[src/rtl/irq_pkg.sv]
package irq_pkg;
  localparam int unsigned ADDR_W = 6;
  localparam int unsigned DATA_W = 32;

  localparam logic [ADDR_W-1:0] A_MASK  = 6'h00;
  localparam logic [ADDR_W-1:0] A_FEN   = 6'h01;
  localparam logic [ADDR_W-1:0] A_VEC   = 6'h02;
  localparam logic [ADDR_W-1:0] A_EOS   = 6'h03;
  localparam logic [ADDR_W-1:0] A_LVL   = 6'h04;
  localparam logic [ADDR_W-1:0] A_PRIO0 = 6'h10;

  localparam int unsigned VEC_VALID_BIT = 8;
endpackage

[src/rtl/irq_prio_regs.sv]
module irq_prio_regs
  import irq_pkg::*;
#(
  parameter int unsigned N_SRC = 31,
  parameter int unsigned LVL_W = 3
) (
  input  logic                        clk_i,
  input  logic                        rst_ni,
  input  logic                        wr_i,
  input  logic [ADDR_W-1:0]           addr_i,
  input  logic [DATA_W-1:0]           wdata_i,
  output logic [N_SRC-1:0]            mask_o,
  output logic                        fen_o,
  output logic [N_SRC-1:0][LVL_W-1:0] prio_o
);
  logic unused_wdata;
  assign unused_wdata = ^wdata_i;

  always_ff @(posedge clk_i or negedge rst_ni) begin
    if (!rst_ni) begin
      mask_o <= '0;
      fen_o  <= 1'b0;
    end else if (wr_i) begin
      if (addr_i == A_MASK) mask_o <= wdata_i[N_SRC-1:0];
      if (addr_i == A_FEN)  fen_o  <= wdata_i[0];
    end
  end

  for (genvar k = 0; k < N_SRC; k++) begin : g_prio
    localparam logic [ADDR_W-1:0] MY_ADDR = A_PRIO0 + ADDR_W'(k);
    always_ff @(posedge clk_i or negedge rst_ni) begin
      if (!rst_ni)                          prio_o[k] <= '0;
      else if (wr_i && addr_i == MY_ADDR)   prio_o[k] <= wdata_i[LVL_W-1:0];
    end
  end
endmodule

[src/rtl/irq_prio_arbiter.sv]
module irq_prio_arbiter #(
  parameter int unsigned N_SRC = 31,
  parameter int unsigned LVL_W = 3,
  localparam int unsigned ID_W = $clog2(N_SRC)
) (
  input  logic [N_SRC-1:0]            req_i,
  input  logic [N_SRC-1:0][LVL_W-1:0] prio_i,
  output logic                        valid_o,
  output logic [ID_W-1:0]             id_o,
  output logic [LVL_W-1:0]            lvl_o
);
  // strict compare: the lowest index keeps a tie
  always_comb begin
    valid_o = 1'b0;
    id_o    = '0;
    lvl_o   = '0;
    for (int i = 0; i < N_SRC; i++) begin
      if (req_i[i] && prio_i[i] > lvl_o) begin
        valid_o = 1'b1;
        id_o    = ID_W'(i);
        lvl_o   = prio_i[i];
      end
    end
  end
endmodule

[src/rtl/irq_level_stack.sv]
module irq_level_stack #(
  parameter int unsigned LVL_W = 3,
  parameter int unsigned DEPTH = 8,
  localparam int unsigned SP_W = $clog2(DEPTH + 1)
) (
  input  logic             clk_i,
  input  logic             rst_ni,
  input  logic             push_i,
  input  logic [LVL_W-1:0] push_lvl_i,
  input  logic             pop_i,
  output logic [LVL_W-1:0] cur_lvl_o,
  output logic [SP_W-1:0]  sp_o
);
  logic [DEPTH-1:0][LVL_W-1:0] stk_q;

  always_ff @(posedge clk_i or negedge rst_ni) begin
    if (!rst_ni) begin
      stk_q     <= '0;
      sp_o      <= '0;
      cur_lvl_o <= '0;
    end else if (push_i && sp_o < SP_W'(DEPTH)) begin
      stk_q[sp_o[SP_W-1:0]] <= cur_lvl_o;
      sp_o                  <= sp_o + 1'b1;
      cur_lvl_o             <= push_lvl_i;
    end else if (pop_i && sp_o != '0) begin
      sp_o      <= sp_o - 1'b1;
      cur_lvl_o <= stk_q[sp_o - 1'b1];
    end
  end


  no_overflow_chk: assert property (@(posedge clk_i) disable iff (!rst_ni)
    push_i |-> sp_o < SP_W'(DEPTH));


  empty_pop_chk: assert property (@(posedge clk_i) disable iff (!rst_ni)
    (pop_i && !push_i && sp_o == '0) |=> (cur_lvl_o == '0 && sp_o == '0));


  pop_restore_chk: assert property (@(posedge clk_i) disable iff (!rst_ni)
    (pop_i && !push_i && sp_o != '0) |=> sp_o == $past(sp_o) - 1'b1);
endmodule

[src/rtl/irq_prio_ctrl.sv]
module irq_prio_ctrl
  import irq_pkg::*;
#(
  parameter int unsigned N_SRC = 31,
  parameter int unsigned LVL_W = 3,
  parameter int unsigned DEPTH = 8,
  localparam int unsigned ID_W = $clog2(N_SRC),
  localparam int unsigned SP_W = $clog2(DEPTH + 1)
) (
  input  logic              clk_i,
  input  logic              rst_ni,
  input  logic [N_SRC-1:0]  irq_src_i,
  input  logic              fiq_src_i,
  input  logic              reg_req_i,
  input  logic              reg_we_i,
  input  logic [ADDR_W-1:0] reg_addr_i,
  input  logic [DATA_W-1:0] reg_wdata_i,
  output logic [DATA_W-1:0] reg_rdata_o,
  output logic              irq_o,
  output logic              fiq_o
);
  logic [N_SRC-1:0]            mask_q;
  logic                        fen_q;
  logic [N_SRC-1:0][LVL_W-1:0] prio_q;
  logic                        win_valid;
  logic [ID_W-1:0]             win_id;
  logic [LVL_W-1:0]            win_lvl;
  logic [LVL_W-1:0]            cur_lvl;
  logic [SP_W-1:0]             sp;
  logic [1:0]                  fiq_sync_q;
  logic                        wr, vec_rd, ack, eos;
  logic [ADDR_W-1:0]           prio_idx;

  assign wr     = reg_req_i && reg_we_i;
  assign vec_rd = reg_req_i && !reg_we_i && reg_addr_i == A_VEC;
  assign eos    = wr && reg_addr_i == A_EOS;

  irq_prio_regs #(.N_SRC(N_SRC), .LVL_W(LVL_W)) u_regs (
    .clk_i, .rst_ni, .wr_i(wr), .addr_i(reg_addr_i), .wdata_i(reg_wdata_i),
    .mask_o(mask_q), .fen_o(fen_q), .prio_o(prio_q)
  );

  irq_prio_arbiter #(.N_SRC(N_SRC), .LVL_W(LVL_W)) u_arb (
    .req_i(irq_src_i & mask_q), .prio_i(prio_q),
    .valid_o(win_valid), .id_o(win_id), .lvl_o(win_lvl)
  );

  assign irq_o = win_valid && win_lvl > cur_lvl;
  assign ack   = vec_rd && irq_o;

  irq_level_stack #(.LVL_W(LVL_W), .DEPTH(DEPTH)) u_stk (
    .clk_i, .rst_ni, .push_i(ack), .push_lvl_i(win_lvl), .pop_i(eos),
    .cur_lvl_o(cur_lvl), .sp_o(sp)
  );

  always_ff @(posedge clk_i or negedge rst_ni) begin
    if (!rst_ni) fiq_sync_q <= '0;
    else         fiq_sync_q <= {fiq_sync_q[0], fiq_src_i};
  end
  assign fiq_o = fiq_sync_q[1] && fen_q;

  assign prio_idx = reg_addr_i - A_PRIO0;

  always_comb begin
    reg_rdata_o = '0;
    unique case (reg_addr_i)
      A_MASK: reg_rdata_o[N_SRC-1:0] = mask_q;
      A_FEN:  reg_rdata_o[0]         = fen_q;
      A_VEC: begin
        reg_rdata_o[VEC_VALID_BIT] = irq_o;
        if (irq_o) reg_rdata_o[ID_W-1:0] = win_id;
      end
      A_LVL:  reg_rdata_o[LVL_W-1:0] = cur_lvl;
      default:
        if (reg_addr_i >= A_PRIO0 && prio_idx < ADDR_W'(N_SRC))
          reg_rdata_o[LVL_W-1:0] = prio_q[prio_idx[ID_W-1:0]];
    endcase
  end


  ack_level_chk: assert property (@(posedge clk_i) disable iff (!rst_ni)
    ack |=> cur_lvl == $past(win_lvl));


  idle_vec_chk: assert property (@(posedge clk_i) disable iff (!rst_ni)
    (vec_rd && !irq_o) |=> $stable(cur_lvl));


  top_level_block_chk: assert property (@(posedge clk_i) disable iff (!rst_ni)
    (cur_lvl == '1) |-> !irq_o);


  fiq_gate_chk: assert property (@(posedge clk_i) disable iff (!rst_ni)
    fiq_o |-> fen_q);


  irq_mask_chk: assert property (@(posedge clk_i) disable iff (!rst_ni)
    ((irq_src_i & mask_q) == '0) |-> !irq_o);
endmodule

[config.mk]
export PLATFORM = sky130hd
export DESIGN_NAME = irq_prio_ctrl
export DESIGN_NICKNAME = d
export VERILOG_FILES = /design/src/rtl/irq_pkg.sv /design/src/rtl/irq_prio_regs.sv /design/src/rtl/irq_prio_arbiter.sv /design/src/rtl/irq_level_stack.sv /design/src/rtl/irq_prio_ctrl.sv
export SDC_FILE = /design/constraint.sdc
export NUM_CORES = 1
export LEC_CHECK = 0
export ABC_AREA = 1
export BUFFER_PORTS_ARGS = -buffer_cell sky130_fd_sc_hd__buf_4
export CAP_MARGIN = 20
export CORE_UTILIZATION = 63
export CTS_BUF_LIST = sky130_fd_sc_hd__clkbuf_8
export DETAILED_ROUTE_END_ITERATION = 8
export PLACE_DENSITY = 0.84
export SLEW_MARGIN = 20
export SYNTH_ARGS = -nofsm -noshare
export SYNTH_HDL_FRONTEND = slang
export SYNTH_HIERARCHICAL = 1
export SYNTH_SLANG_ARGS = --single-unit
[constraint.sdc]
create_clock -name clk_i -period 60 [get_ports clk_i]
set_clock_uncertainty 0.15 [all_clocks]
set_input_delay 12 -clock clk_i [delete_from_list [all_inputs] [get_ports clk_i]]
set_output_delay 12 -clock clk_i [all_outputs]
set_load 0.02 [all_outputs]
==> metrics.txt <==
status finished clean; vias in the first global route between 10000 and 15000; #FFs+latches synth approximately 160; TritonRoute pass-1 iters 8; WL final 36.7 mm; fillers roughly 1500; Critical Path Sink Type primary output; R2R setup slack 23.77 ns; kind of critical path input port to primary output; CTS tree built; row cnt between 50 and 60; GRT Total Usage 34.3%; Max Root-Sink Buffers 2; maxcap violations 0; global placement routability congestion 0.940; Netlist cell types 40; largest net degree at the start of global routing 82; CP max-delay cell or2_2; Mean Syn Cell Area between 6 and 7 sq um; Final Max Tran Viols 0; initial antenna violation count 0; required time of the critical path 47.85 ns; Critical Path Fanout Max 7; Initial DRC Count between 1000 and 1500; final hold slack around 0.21 ns; first-pass GRT wire length about 55 mm; CP delay by family, top simple AND/OR/NAND/NOR gates; Worst Hold Class flip-flop to flip-flop; layout cell share with drive strength beyond 1 a little under a quarter; die area ~20000 sq um; Startpoint Class input port; area grow syn2layout 16.2%; io pins 108; total number of yosys warnings 6; setup violators final 0; Cells after DPL roughly 2200; Critical Path Start irq_src_i[0]; Gate Count Post-Synth between 1500 and 2000; Worst path most repeated cell nand2_2; clock-pin slew on the worst setup and hold paths 0.09 ns; Die W ~140 microns; DRC errors left 0; synthesized net count roughly 2000; synthesized area about 13000 sq um; number of port buffers around 110; Reg2Reg Depth between 200 and 250; H-tree Lvls 4; Routed Antenna Nets 0; multi-input logic area a little under 8000 sq um; min Tclk post-route around 59 ns; core box area 19500 sq um; CP Depth roughly 230; leak pwr roughly 0.0079 uW; TritonCTS Buffers 17; worst hold path depth 0; gr ovfl total 0; period utilisation layout between 90% and 100%; Clock Latency Late Sink between 0.4 and 0.5 ns; WL per Instance 15.9 microns; sequential element share of the synthesized area 31.6%; Hold Violations, Final 0; Cell Pwr Density approximately 24 nW/um^2; crit path to reg_rdata_o[0]; Final HPWL DP about 24 mm; max frequency about 17 MHz; overall power between 300 and 400 uW; Largest stage delay, worst path between 0.3 and 0.4 ns; Fin Setup TNS 0 ns; Util after Layout 74.8%; Finished Layout Cells ~2300; worst path buffer plus inverter count 10; Die H 143 microns; Worst EP arrival about 47 ns; Initial Util between 60% and 70%; ant diodes 0; commonest non-fill, non-tap cells in the layout 744 x nand2_1, 191 x inv_1, 187 x nand3_1, 170 x buf_4, 158 x dfrtp_1; Final #Nets 2144; Worst slew margin between 30% and 40%; peak supply drop ~0.016 mV; RR Endpoint u_stk/stk_q[9]$_DFFE_PN0P_; area occupied by registers 3950 sq um; # clock sinks 158; CTS hold repair buffers 0; clock root cell clkbuf_8; worst-margin pin slew ~1 ns; DR vias 13000; vias per cell around 5.7; reg2reg start u_regs/prio_o[0]$_DFFE_PN0P_; commonest non-fill, non-tap cell in the layout nand2_1
## flip-flops by register name, indices dropped and copies added (netlist names)
signal	cells
u_stk/stk_q	24
u_stk/sp_o	4
fiq_sync_q	2
u_regs/fen_o	1
u_stk/cur_lvl_o	3
u_regs/mask_o	31
u_regs/prio_o	93
## synth_stat cells, drive strengths merged
cell type / n / area (sq um)
a21oi: 48 / 244
a22o: 2 / 17.5
nor3: 7 / 73.8
nor2: 131 / 584
dfrtp: 158 / 3950
clkinv: 1 / 5.00
o21a: 25 / 188
inv: 210 / 793
o21ai: 31 / 155
and2: 2 / 12.5
conb: 1 / 3.75
nand3: 244 / 1670
o22ai: 2 / 12.5
a31o: 2 / 17.5
nand4: 29 / 181
clkbuf: 10 / 37.5
nand2: 820 / 3250
a211oi: 1 / 7.51
a21bo: 1 / 10.0
buf: 40 / 267
ha: 44 / 551
nand3b: 1 / 7.51
a21boi: 21 / 158
xor2: 2 / 17.5
or2: 50 / 313
## per-stage QoR
stage                     cell area, sq um  setup slack, ns
after detailed placement             13400            0.580
after CTS                            13800            0.358
final                                14600             1.00
after global routing                 14600           -0.841
after global placement               13400             1.59
after floorplan                      12500             3.49
## how the worst min path moves through the flow
stage / slack, ns / from / endpoint
after floorplan: 0.18 / fiq_sync_q[0]$_DFF_PN0_ / fiq_sync_q[1]$_DFF_PN0_
after global routing: 0.22 / fiq_sync_q[0]$_DFF_PN0_ / fiq_sync_q[1]$_DFF_PN0_
after detailed placement: 0.19 / fiq_sync_q[0]$_DFF_PN0_ / fiq_sync_q[1]$_DFF_PN0_
after global placement: 0.18 / fiq_sync_q[0]$_DFF_PN0_ / fiq_sync_q[1]$_DFF_PN0_
final: 0.21 / fiq_sync_q[0]$_DFF_PN0_ / fiq_sync_q[1]$_DFF_PN0_
after CTS: 0.22 / fiq_sync_q[0]$_DFF_PN0_ / fiq_sync_q[1]$_DFF_PN0_
## power by group
part / total (uW) / switching [uW] / internal, uW
clock: 87.3 / 45.6 / 41.7
combinational: 140 / 81.4 / 58.9
sequential: 124 / 9.96 / 114
## repair_timing
item                                    in CTS  in global routing
gates resized for setup                      0                 68
buffers inserted                             0                 64
endpoints found under the setup margin       0                  7
## layout make-up
| type | count | share of cell area [%] |
|---|---|---|
| Multi-Input combinational cell | 1464 | 53.1 |
| Sequential cell | 158 | 27.2 |
| Timing Repair Buffer | 174 | 9.08 |
| Inverter | 211 | 5.48 |
| Tap cell | 265 | 2.28 |
| Clock buffer | 17 | 1.61 |
| Clock inverter | 15 | 1.27 |
## metal layers
layer | GRT usage [%] | share of wire, % | up-vias
met5 | 0 | 0 | -
met4 | 13.7 | 3.8 | 0
met3 | 6.07 | 8.0 | 143
met2 | 59.4 | 49 | 618
met1 | 42.2 | 40 | 6038
li1 | - | - | 6224
## kinds of logic (layout without fill, tap and decap cells)
| kind of cell | count (synthesis) | after routing | synth area share, % |
|---|---|---|---|
| and+or+nand+nor | 1284 | 1284 | 48.6 |
| AOI/OAI and AO/OA | 133 | 133 | 6.46 |
| other | 1 | 1 | 0.0299 |
| buffers and inverters | 261 | 417 | 8.80 |
| xor gates and xnor gates | 2 | 2 | 0.140 |
| adders and majority gates | 44 | 44 | 4.40 |
| DFF | 158 | 158 | 31.6 |
Note: power is estimated with default switching activity, not from simulation.
